## src/rtl/rtc_tod_pkg.sv

```systemverilog
package rtc_tod_pkg;

  localparam logic [2:0] SEL_SEC   = 3'd0;
  localparam logic [2:0] SEL_MIN   = 3'd1;
  localparam logic [2:0] SEL_HOUR  = 3'd2;
  localparam logic [2:0] SEL_ASEC  = 3'd3;
  localparam int         N_ALARM   = 3;
  localparam logic [1:0] WILDCARD  = 2'b11;

  // encode a small number in the current field format
  function automatic logic [7:0] enc_val(input logic [6:0] n, input logic bin);
    logic [6:0] tens;
    logic [6:0] ones;
    tens = n / 7'd10;
    ones = n % 7'd10;
    enc_val = bin ? {1'b0, n} : {tens[3:0], ones[3:0]};
  endfunction

  // add one; BCD carries 9 into the tens digit, other digits pass through
  function automatic logic [7:0] step_digit(input logic [7:0] v, input logic bin);
    if (bin)                 step_digit = v + 8'd1;
    else if (v[3:0] == 4'd9) step_digit = {v[7:4] + 4'd1, 4'd0};
    else                     step_digit = {v[7:4], v[3:0] + 4'd1};
  endfunction

  // {wrapped, next} for a field whose last value is top
  function automatic logic [8:0] step_field(input logic [7:0] v, input logic [6:0] top,
                                            input logic bin);
    if (v == enc_val(top, bin)) step_field = {1'b1, 8'd0};
    else                        step_field = {1'b0, step_digit(v, bin)};
  endfunction

  function automatic logic [7:0] to_bin(input logic [7:0] v, input logic bin);
    logic [7:0] t;
    t = {4'd0, v[7:4]};
    to_bin = bin ? v : (t * 8'd10 + {4'd0, v[3:0]});
  endfunction

  // hour as 0..23 regardless of format
  function automatic logic [7:0] hour_norm(input logic [7:0] v, input logic bin,
                                           input logic h24);
    logic [7:0] h;
    if (h24) begin
      hour_norm = to_bin(v, bin);
    end else begin
      h = to_bin({1'b0, v[6:0]}, bin) % 8'd12;
      hour_norm = h + (v[7] ? 8'd12 : 8'd0);
    end
  endfunction

endpackage

```

## src/rtl/rtc_tod_divider.sv

```systemverilog
module rtc_tod_divider #(
  parameter int TICKS_PER_SEC = 32768,
  parameter int UIP_TICKS     = 8
) (
  input  logic clk,
  input  logic rst_n,
  input  logic tick,
  input  logic div_reset,
  input  logic hold,
  output logic second_evt,
  output logic uip
);
  localparam int            CW        = $clog2(TICKS_PER_SEC);
  localparam logic [CW-1:0] LAST      = CW'(TICKS_PER_SEC - 1);
  localparam logic [CW-1:0] HALF      = CW'(TICKS_PER_SEC / 2);
  localparam logic [CW-1:0] UIP_START = CW'(TICKS_PER_SEC - UIP_TICKS);

  logic [CW-1:0] cnt_q, cnt_d;
  logic          cnt_en;

  always_comb begin
    cnt_en = div_reset | tick;
    if (div_reset)          cnt_d = HALF;
    else if (cnt_q == LAST) cnt_d = '0;
    else                    cnt_d = cnt_q + CW'(1);
  end

  always_ff @(posedge clk or negedge rst_n) begin
    if (!rst_n)      cnt_q <= '0;
    else if (cnt_en) cnt_q <= cnt_d;
  end

  assign second_evt = tick & ~div_reset & (cnt_q == LAST);
  assign uip        = ~div_reset & ~hold & (cnt_q >= UIP_START);

  // a parked divider sits half a second from its next update
  assert_parked_half_R8: assert property (@(posedge clk) disable iff (!rst_n)
    div_reset |=> cnt_q == HALF);

  // a completed second restarts the phase
  assert_phase_restart_R8: assert property (@(posedge clk) disable iff (!rst_n)
    second_evt |=> cnt_q == '0);

endmodule

```

## src/rtl/rtc_tod_time.sv

```systemverilog
module rtc_tod_time
  import rtc_tod_pkg::*;
(
  input  logic       clk,
  input  logic       rst_n,
  input  logic       bin,
  input  logic       h24,
  input  logic       adv,
  input  logic       wr_en,
  input  logic [2:0] wr_sel,
  input  logic [7:0] wr_data,
  output logic [7:0] sec_q,
  output logic [7:0] min_q,
  output logic [7:0] hour_q,
  output logic [7:0] nxt_sec,
  output logic [7:0] nxt_min,
  output logic [7:0] nxt_hour
);
  logic [8:0] s_step, m_step, h_step;
  logic [7:0] h7, e11, e12, hinc, nh;
  logic [7:0] sec_d, min_d, hour_d;
  logic       sec_en, min_en, hour_en;
  logic       wr_s, wr_m, wr_h;

  always_comb begin
    s_step = step_field(sec_q, 7'd59, bin);
    m_step = step_field(min_q, 7'd59, bin);
    h_step = step_field(hour_q, 7'd23, bin);
    h7     = {1'b0, hour_q[6:0]};
    e11    = enc_val(7'd11, bin);
    e12    = enc_val(7'd12, bin);
    hinc   = step_digit(h7, bin);
    if (h24)             nh = h_step[8] ? 8'h00 : h_step[7:0];
    else if (h7 == e12)  nh = {hour_q[7], 7'd1};
    else if (h7 == e11)  nh = {~hour_q[7], 7'd0} | (e12 & 8'h7F);
    else                 nh = {hour_q[7], 7'd0} | (hinc & 8'h7F);
    nxt_sec  = s_step[7:0];
    nxt_min  = s_step[8] ? m_step[7:0] : min_q;
    nxt_hour = (s_step[8] & m_step[8]) ? nh : hour_q;
  end

  always_comb begin
    wr_s    = wr_en & (wr_sel == SEL_SEC);
    wr_m    = wr_en & (wr_sel == SEL_MIN);
    wr_h    = wr_en & (wr_sel == SEL_HOUR);
    sec_en  = wr_s | adv;
    min_en  = wr_m | adv;
    hour_en = wr_h | adv;
    sec_d   = wr_s ? wr_data : nxt_sec;
    min_d   = wr_m ? wr_data : nxt_min;
    hour_d  = wr_h ? wr_data : nxt_hour;
  end

  always_ff @(posedge clk or negedge rst_n) begin
    if (!rst_n) begin
      sec_q  <= '0;
      min_q  <= '0;
      hour_q <= '0;
    end else begin
      if (sec_en)  sec_q  <= sec_d;
      if (min_en)  min_q  <= min_d;
      if (hour_en) hour_q <= hour_d;
    end
  end

  // seconds roll over at 59
  assert_sec_wrap_R2: assert property (@(posedge clk) disable iff (!rst_n)
    (adv && !wr_en && sec_q == enc_val(7'd59, bin)) |=> sec_q == 8'h00);

  // 23:59:59 in 24-hour mode rolls to hour 0
  assert_day_wrap_R2: assert property (@(posedge clk) disable iff (!rst_n)
    (adv && !wr_en && h24 && sec_q == enc_val(7'd59, bin) &&
     min_q == enc_val(7'd59, bin) && hour_q == enc_val(7'd23, bin)) |=> hour_q == 8'h00);

endmodule

```

## src/rtl/rtc_tod_alarm.sv

```systemverilog
module rtc_tod_alarm
  import rtc_tod_pkg::*;
(
  input  logic       clk,
  input  logic       rst_n,
  input  logic       bin,
  input  logic       h24,
  input  logic       wr_en,
  input  logic [2:0] wr_sel,
  input  logic [7:0] wr_data,
  input  logic [7:0] cur_sec,
  input  logic [7:0] cur_min,
  input  logic [7:0] cur_hour,
  output logic       match
);
  logic [7:0] alm_q [N_ALARM];
  logic       m_sec, m_min, m_hour;

  for (genvar i = 0; i < N_ALARM; i++) begin : g_alm
    logic hit;
    assign hit = wr_en & (wr_sel == SEL_ASEC + 3'(i));
    always_ff @(posedge clk or negedge rst_n) begin
      if (!rst_n)   alm_q[i] <= '0;
      else if (hit) alm_q[i] <= wr_data;
    end
  end

  always_comb begin
    m_sec  = (alm_q[0][7:6] == WILDCARD) || (alm_q[0] == cur_sec);
    m_min  = (alm_q[1][7:6] == WILDCARD) || (alm_q[1] == cur_min);
    m_hour = (alm_q[2][7:6] == WILDCARD) ||
             (hour_norm(alm_q[2], bin, h24) == hour_norm(cur_hour, bin, h24));
    match  = m_sec & m_min & m_hour;
  end

endmodule

```

## src/rtl/rtc_tod_core.sv

```systemverilog
module rtc_tod_core #(
  parameter int TICKS_PER_SEC = 32768,
  parameter int UIP_TICKS     = 8
) (
  input  logic       clk,
  input  logic       rst_n,
  input  logic       tick_32k,
  input  logic       bin_mode,
  input  logic       hour24_mode,
  input  logic       set_hold,
  input  logic       div_reset,
  input  logic       upd_irq_en,
  input  logic       alm_irq_en,
  input  logic       flag_clr,
  input  logic       wr_en,
  input  logic [2:0] wr_sel,
  input  logic [7:0] wr_data,
  output logic [7:0] sec_o,
  output logic [7:0] min_o,
  output logic [7:0] hour_o,
  output logic       update_flag_o,
  output logic       alarm_flag_o,
  output logic       uip_o,
  output logic       irq_o
);
  logic [1:0] rst_pipe;
  logic       rst_sync_n;
  logic       sec_evt, adv, alm_match;
  logic [7:0] nxt_sec, nxt_min, nxt_hour;
  logic       uf_q, uf_d, af_q, af_d;

  always_ff @(posedge clk or negedge rst_n) begin
    if (!rst_n) rst_pipe <= 2'b00;
    else        rst_pipe <= {rst_pipe[0], 1'b1};
  end
  assign rst_sync_n = rst_pipe[1];

  rtc_tod_divider #(.TICKS_PER_SEC(TICKS_PER_SEC), .UIP_TICKS(UIP_TICKS)) u_div (
    .clk(clk), .rst_n(rst_sync_n), .tick(tick_32k), .div_reset(div_reset),
    .hold(set_hold), .second_evt(sec_evt), .uip(uip_o));

  assign adv = sec_evt & ~set_hold;

  rtc_tod_time u_time (
    .clk(clk), .rst_n(rst_sync_n), .bin(bin_mode), .h24(hour24_mode), .adv(adv),
    .wr_en(wr_en), .wr_sel(wr_sel), .wr_data(wr_data),
    .sec_q(sec_o), .min_q(min_o), .hour_q(hour_o),
    .nxt_sec(nxt_sec), .nxt_min(nxt_min), .nxt_hour(nxt_hour));

  rtc_tod_alarm u_alarm (
    .clk(clk), .rst_n(rst_sync_n), .bin(bin_mode), .h24(hour24_mode),
    .wr_en(wr_en), .wr_sel(wr_sel), .wr_data(wr_data),
    .cur_sec(nxt_sec), .cur_min(nxt_min), .cur_hour(nxt_hour), .match(alm_match));

  always_comb begin
    if (sec_evt)       uf_d = 1'b1;
    else if (flag_clr) uf_d = 1'b0;
    else               uf_d = uf_q;
    if (adv && alm_match) af_d = 1'b1;
    else if (flag_clr)    af_d = 1'b0;
    else                  af_d = af_q;
  end

  always_ff @(posedge clk or negedge rst_sync_n) begin
    if (!rst_sync_n) begin
      uf_q <= 1'b0;
      af_q <= 1'b0;
    end else begin
      uf_q <= uf_d;
      af_q <= af_d;
    end
  end

  assign update_flag_o = uf_q;
  assign alarm_flag_o  = af_q;
  assign irq_o = (uf_q & upd_irq_en & ~set_hold) | (af_q & alm_irq_en);

  // status warns ahead of every running update
  assert_uip_ahead_R7: assert property (@(posedge clk) disable iff (!rst_sync_n)
    (sec_evt && !set_hold) |-> uip_o);

  // a held time only changes through writes
  assert_hold_freezes_R6: assert property (@(posedge clk) disable iff (!rst_sync_n)
    (set_hold && !wr_en) |=> ($stable(sec_o) && $stable(min_o) && $stable(hour_o)));

  // alarm flag only rises from an advancing update
  assert_alarm_source_R5: assert property (@(posedge clk) disable iff (!rst_sync_n)
    $rose(alarm_flag_o) |-> $past(sec_evt && !set_hold));

  // clear without update empties the update flag
  assert_flag_clear_R5: assert property (@(posedge clk) disable iff (!rst_sync_n)
    (flag_clr && !sec_evt) |=> !update_flag_o);

  // under hold only the alarm path may drive the interrupt
  assert_irq_hold_mask_R9: assert property (@(posedge clk) disable iff (!rst_sync_n)
    (set_hold && irq_o) |-> (alarm_flag_o && alm_irq_en));

endmodule

```

## config.mk

```make
export PLATFORM = sky130hd
export DESIGN_NAME = rtc_tod_core
export DESIGN_NICKNAME = d
export VERILOG_FILES = /design/src/rtl/rtc_tod_pkg.sv /design/src/rtl/rtc_tod_divider.sv /design/src/rtl/rtc_tod_time.sv /design/src/rtl/rtc_tod_alarm.sv /design/src/rtl/rtc_tod_core.sv
export SDC_FILE = /design/constraint.sdc
export NUM_CORES = 1
export LEC_CHECK = 0
export ABC_AREA = 1
export BUFFER_PORTS_ARGS = -buffer_cell sky130_fd_sc_hd__buf_4
export CORE_UTILIZATION = 40
export DETAILED_ROUTE_END_ITERATION = 6
export PLACE_DENSITY = 0.57
export SLEW_MARGIN = 30
export SYNTH_ARGS = -nofsm -noshare
export SYNTH_HDL_FRONTEND = slang
export SYNTH_SLANG_ARGS = --single-unit
```

## constraint.sdc

```tcl
create_clock -name clk -period 2.32 [get_ports clk]
set_clock_uncertainty 0.15 [all_clocks]
set_input_delay 0.232 -clock clk [delete_from_list [all_inputs] [get_ports clk]]
set_output_delay 0.232 -clock clk [all_outputs]
set_load 0.01 [all_outputs]
```

# Yosys cells after proc, flatten, opt, wreduce, memory -nomap -nowiden
# Cells that the tools add are included.
[classes]
addsub = 18
n_mul = 4
div = 2
order_cmp = 1
eq_ne = 20
n_mux = 37
bitwise_logic = 27
reduce_logical = 7
[ops]
columns = ["operator", "n"]
rows = [
  ["$mux 8", 21],
  ["$eq 8x8->1", 5],
  ["$mux 15", 2],
  ["$mux 9", 3],
  ["$add 4x1->4 const B", 6],
  ["$add 8x1->8 const B", 3],
  ["$mux 7", 3],
  ["$and 1x1->1", 17],
  ["$add 7x4->8", 2],
  ["$add 8x4->8", 2],
  ["$add 8x8->8", 2],
  ["$eq 7x8->1", 2],
  ["$mod 8x4->8 const B", 2],
  ["$or 8x7->8", 2],
  ["$add 15x1->15 const B", 1],
  ["$eq 15x15->1 const B", 1],
  ["$ge 15x15->1 const B", 1],
  ["$mul 4x3->7 const B", 2],
  ["$eq 4x4->1 const B", 3],
  ["$mul 3x3->6 const B", 2],
  ["$mux 5", 2],
  ["$eq 8x7->1", 1],
  ["$mux 4", 2],
  ["$add 7x1->7 const B", 1],
  ["other kinds (13)", 28],
]
[totals]
reg_bits = 67
inputBits = 22
out_inout_bits = 28
word_cells = 126

# Longest topological paths before layout
[depth]
depth_word = 19
ltp_mapped = 45
depth_no_buf = 45

# Cells and area by module
# From an unflattened synthesis, not the netlist that was laid out.
[hier_totals]
hier_cells = 940
area_unflattened_um2 = 6294.8
[modules_own_cells]
columns = ["module", "n_inst", "cells_each", "area_each_um2"]
rows = [
  ["rtc_tod_alarm", 1, 375, 2597.5],
  ["rtc_tod_time", 1, 413, 2560.0],
  ["rtc_tod_divider", 1, 135, 985.9],
  ["rtc_tod_core", 1, 17, 151.4],
]

# Worst setup path after synthesis
# Ideal clock, no wire load.
[synth_path]
path_type = "register to register"
from = "reg u_time.hour_q[1]"
to = "reg af_q, in the netlist alarm_flag_o"
setup_time_ns = 0.065
arrival_ns = 4.968
required_ns = 2.105
path_slack_ns = -2.862
stages_incl_launch_ff = 44
path_cell_list = "dfrtp_1 inv_1 ha_1 nand2_1 nor2_1 nand2_1 nand2_1 nand2_1 nand2_1 nand2_1 nand3_1 nand2_1 ha_1 ha_1 nand3_1 nand3_1 nand2_1 nor2_1 (+8 left out) inv_2 o21ai_2 nand2_2 a21oi_1 nor2_1 ha_1 inv_1 fa_1 or2_2 nand3_1 nand2_1 nor2_1 nand3b_1 nor2_1 nand3_1 nand2_1 nand2_1 nand2_1"
[synth_between]
elab_chain_len = 19
elab_cells_between_ends = 34
classes_between = "add/sub (6); mul (2); div (1); eq/ne (5); mux (15); bitwise (2); reduce/logical (3)"
[synth_lines]
columns = ["item", "line_no", "text"]
rows = [
  ["from (decl)", "rtc_tod_time.sv:14", "output logic [7:0] hour_q,"],
  ["from (signal assigned)", "rtc_tod_time.sv:62", "if (hour_en) hour_q <= hour_d;"],
  ["branches (longest 7 deep; another with $add 7x1->7)", "-", ""],
  ["$mux 8 (*)", "rtc_tod_time.sv:39", "nxt_hour = (s_step[8] & m_step[8]) ? nh : hour_q;"],
  ["$mul 3x3->6", "rtc_tod_pkg.sv:36", "to_bin = bin ? v : (t * 8'd10 + {4'd0, v[3:0]});"],
  ["$add 7x4->8", "rtc_tod_pkg.sv:36", ""],
  ["$mux 8", "rtc_tod_pkg.sv:36", ""],
  ["$mod 8x4->8", "rtc_tod_pkg.sv:46", "h = to_bin({1'b0, v[6:0]}, bin) % 8'd12;"],
  ["$add 8x8->8", "rtc_tod_pkg.sv:47", "hour_norm = h + (v[7] ? 8'd12 : 8'd0);"],
  ["$mux 8 (*)", "rtc_tod_pkg.sv:43", "if (h24) begin"],
  ["$eq 8x8->1 (*)", "rtc_tod_alarm.sv:32", "(hour_norm(alm_q[2], bin, h24) == hour_norm(cur_hour, bin, h24));"],
  ["$logic_or 1x1->1 (*)", "rtc_tod_alarm.sv:31", "m_hour = (alm_q[2][7:6] == WILDCARD) ||"],
  ["$and 1x1->1 (*)", "rtc_tod_alarm.sv:33", "match = m_sec & m_min & m_hour;"],
  ["$logic_and 1x1->1 (*)", "rtc_tod_core.sv:59", "if (adv && alm_match) af_d = 1'b1;"],
  ["$mux 1 / $reduce_bool 2->1 (equally long branches)", "-", ""],
  ["to (signal assigned)", "rtc_tod_core.sv:67", "af_q <= 1'b0;"],
  ["to (signal assigned)", "rtc_tod_core.sv:70", "af_q <= af_d;"],
  ["to (decl)", "rtc_tod_core.sv:30", "logic uf_q, uf_d, af_q, af_d;"],
]
# Mark *: on every way between the ends.
# A chain may end at the register's enable or synchronous reset.

# Worst setup path in the final report
[layout_path]
from = "reg u_time.hour_q[3]"
to = "reg af_q, in the netlist alarm_flag_o"
# Same word-level chain as after synthesis.

==> impl.org <==
** Clock network
- For this design, the sink count on the clock tree is 67.
- TritonCTS created 9 clock buffers.
- In this run the number of H-tree levels came out at 3.
- TritonCTS clock tree :: yes
- Clk slew on worst S/H paths :: 60 ps
- CTS placed an instance of sky130_fd_sc_hd__clkbuf_16 at the clock tree root.
- Clock Latency Late Sink :: 330 ps
- Number of buffers on the longest clock path :: 2

** Power
- Summing internal, switching and leakage power gives 6.63 mW.
- Of the total power, registers draw 0.235.
- Leak :: 4.40 nW
- Cell internal power was estimated by the tool at 4.10 mW.
- Power Density :: 765 nW/µm²
- The analysis attributes to net switching a power of 2.54 mW.
- The share of total power dissipated in combinational logic is 0.545.
- Clock network fraction of total power :: 0.220
- Worst IR drop on VDD :: 0.431 mV
- Of the total power, the share spent switching nets is 0.383.

** Logic synthesis
- Distinct cell type count of the synthesized netlist :: 50
- Syn Std Cell Area :: 6100 µm²
- Counting flops with an async set or reset pin after synthesis yields a share of 1.00.
- Sequential cell area fraction in the yosys report :: 0.275
- Number of enable flip-flop cells after synthesis :: 0
- Average cell area after synthesis :: 6.62 µm²
- Top flip-flop cell by instance count after synthesis :: sky130_fd_sc_hd__dfrtp_1
- Counting every net in the synthesized netlist gives 980.
- For this run, the number of Yosys warnings is 0.
- In the synthesized netlist, the number of instances is 921.
- Counting flops and latches in the post-synthesis netlist gives 67.

** Setup path
- Along the worst path, the maximum fanout reaches 6.
- Startpoint type of the worst setup path :: register
- Cell type of the slowest stage on the worst timing path :: sky130_fd_sc_hd__dfrtp_2
- For the worst setup path, the data required time is 2440 ps.
- Max stage delay on crit path :: 470 ps
- The setup path with the least slack is of type reg -> reg.
- Arrival @ worst endpoint :: 5180 ps
- STA classifies the critical path endpoint as a register.
- Most frequent CP cell :: sky130_fd_sc_hd__nand2_1

** Timing
- Derived from the worst setup path, the maximum achievable clock frequency is 198 MHz.
- Headroom to the max-slew limit :: 0.557
- The smallest clock period supported by the final layout is computed as 5060 ps.
- In the post-route analysis, the smallest setup slack over all paths is -2740 ps.
- The tightest hold path in the finished design has a slack of 13.7 ps.
- Final setup violation count :: 2
- In the finished design, the share of the clock period the worst path needs comes to 2.18.
- RSZ-0062 raised after global routing :: yes
- Pin slew with the least headroom to its limit :: 664 ps
- Number of max-slew violations in the final report :: 0
- The final count of hold timing violations was 0.

** Placement
- Post-detailed-placement cell area :: 7990 µm²
- Detailed placement finished with a half-perimeter wire length of 14600 µm.
- In this run the tool buffered the top-level ports with 49 buffer cells.
- Placed instance count :: 1307
- At the end of routability-driven placement, the weighted congestion stood at 0.910.
- Pre-CTS worst setup slack :: -2870 ps

** Floorplanning
- For this design the top-level I/O count stands at 50.
- Die Outline Area :: 15700 µm²
- The floorplan has 44 rows.
- The initial utilization of the core area, before any placement, comes to 0.415.
- Area of the core region :: 14700 µm²
- From bottom edge to top edge, the die measures 125 µm.
- Die width :: 125 µm

** Layout
- The final layout contains 1217 nets.
- In the layout the commonest cells are sky130_fd_sc_hd__nand2_1 (261), sky130_fd_sc_hd__buf_4 (245), sky130_fd_sc_hd__inv_1 (106).
- ANT cells :: 0
- Leading cell type in the layout, fill and taps excluded :: sky130_fd_sc_hd__nand2_1
- Fraction of final layout cells sized beyond drive strength 1 :: 0.315
- Layout Area Growth over Synthesis :: 42.2%
- Finished Layout Cells :: 1347
- Area of all placed cells without fillers :: 8670 µm²

** Detailed routing
- Once detail routing completed, the nets flagged for antenna violations numbered 0.
- After detailed routing, the number of vias per cell comes to 5.10.
- After detailed routing, the number of remaining DRC violations is 5.
- Wire length after detailed routing :: 18900 µm
- Summing over every cut layer, the via total after detailed routing is 6874.
- Detailed-router iteration count before antenna repair :: 7
- For this block, the initial DRC count from the detailed router was 445.
- DR WL/cell :: 14.0 µm

** Global routing
- For this run, the total global-route usage over all layers was measured as 0.248.
- The number of antenna violations at the first check in global routing is 0.
- Largest net degree at the start of global routing :: 29
- The first global-routing pass estimated 31200 µm of wire.
- The via count of the first global-routing pass came to 6485.
- For this run the aggregate overflow at the end of global routing stands at 0.

** Status
- The flow ran to the end, but the final reports show violations.
- The checks that failed: DRC, setup timing.

** Flow run
- Across the run, the number of max-cap violations was 0.

** Worst hold path
- The worst hold path belongs to the class in -> reg.
[critical path, delay by kind of cell (launching register included)]
family / cells / cell delay, ps
adders and majority gates: 4 / 1080
buffers and inverters: 3 / 280
and+or+nand+nor: 24 / 2270
xor gates and xnor gates: 1 / 150
DFF: 1 / 470
AOI/OAI and AO/OA: 4 / 590
[routing by layer]
layer	global-route usage	routed length [µm]	part of all wire
met5	0	0	0
met4	0.0868	427	0.023
met3	0.0329	842	0.045
met2	0.432	9170	0.49
met1	0.313	8430	0.45
[path summary, 6_finish.rpt]
kind	endpoint	startpoint	slack, ps	cells past startpoint
max	alarm_flag_o$_DFFE_PN0P_	u_time.hour_q[3]$_DFFE_PN0P_	-2740	36
min	u_time.min_q[2]$_DFFE_PN0P_	wr_data[2]	10	3
max reg2reg	alarm_flag_o$_DFFE_PN0P_	u_time.hour_q[3]$_DFFE_PN0P_	-2740	36
min reg2reg	u_alarm.alm_q[5]$_DFFE_PN0P_	rst_pipe[1]$_DFF_PN0_	160	0
max in group asynchronous	u_div.cnt_q[4]$_DFFE_PN0P_	rst_pipe[1]$_DFF_PN0_	1250	1
min in group asynchronous	rst_pipe[1]$_DFF_PN0_	rst_n	70	2
[registers in the layout, indices dropped and copies added (netlist names)]
signal,count
alarm_flag_o,1
u_time.hour_q,8
update_flag_o,1
u_alarm.alm_q,24
u_time.min_q,8
u_time.sec_q,8
u_div.cnt_q,15
rst_pipe,2
[cell type report]
| type | count | area (µm²) |
|---|---|---|
| flip-flops and latches | 67 | 1690 |
| clock inverters | 7 | 92.6 |
| well taps | 184 | 230 |
| repair buffers | 251 | 1910 |
| clock buffers | 9 | 225 |
| fillers | 1400 | 6030 |
| inverters | 119 | 454 |
| multi-input cells | 710 | 4070 |
[power groups by stage]
stage          logic [mW]  clock network (mW)  registers [mW]
5_1_grt              4.05                1.54            1.59
3_5_place_dp         3.33                   0            1.57
4_1_cts              3.55                1.50            1.56
3_3_place_gp         3.31                   0            1.56
2_1_floorplan        1.85                   0            1.63
6_report             3.61                1.46            1.56
[cell families after synthesis]
logic type                 synth area share
and+or+nand+nor                       0.351
AOI/OAI and AO/OA                     0.151
buffers and inverters                0.0977
DFF                                   0.275
adders and majority gates            0.0833
xor gates and xnor gates             0.0417
other                              0.000615
[repair_timing]
item                                    4_1_cts  5_1_grt
pin swaps                                    13        7
gates resized for setup                      27       26
setup buffers                                18        3
hold buffers                                  3        0
endpoints found under the setup margin        2       26
endpoints found under the hold margin         4        0
[stage by stage]
stage          utilization  TNS, ps
3_5_place_dp         0.544    -3050
6_report             0.590    -2780
4_1_cts              0.582    -2770
2_1_floorplan            -    -2550
3_3_place_gp         0.544    -2950
5_1_grt              0.590    -3310
[cell usage after synthesis, types with 5 or more instances]
cell                       instances  share of area
sky130_fd_sc_hd__nand2_1         276           0.17
sky130_fd_sc_hd__inv_1           112          0.069
sky130_fd_sc_hd__nand3_1          78          0.064
sky130_fd_sc_hd__nor2_1           71          0.044
sky130_fd_sc_hd__o21ai_0          71          0.058
sky130_fd_sc_hd__dfrtp_1          67           0.28
sky130_fd_sc_hd__ha_1             31          0.064
sky130_fd_sc_hd__a21oi_1          25          0.021
sky130_fd_sc_hd__o221ai_1         17          0.024
sky130_fd_sc_hd__xnor2_1          16          0.023
sky130_fd_sc_hd__or2_2            15          0.015
sky130_fd_sc_hd__xor2_1           13          0.019
sky130_fd_sc_hd__nand4_1          11          0.011
sky130_fd_sc_hd__buf_2            10         0.0082
sky130_fd_sc_hd__clkbuf_1          9         0.0055
sky130_fd_sc_hd__nor3_1            8         0.0066
sky130_fd_sc_hd__o21ai_1           8         0.0066
sky130_fd_sc_hd__fa_1              6          0.020
sky130_fd_sc_hd__o211ai_1          6         0.0074
sky130_fd_sc_hd__o22ai_1           6         0.0062
sky130_fd_sc_hd__nand2_2           5         0.0051
sky130_fd_sc_hd__nor2_2            5         0.0051
sky130_fd_sc_hd__nor3_2            5         0.0082
No activity file was read; power rests on OpenSTA's default activity.
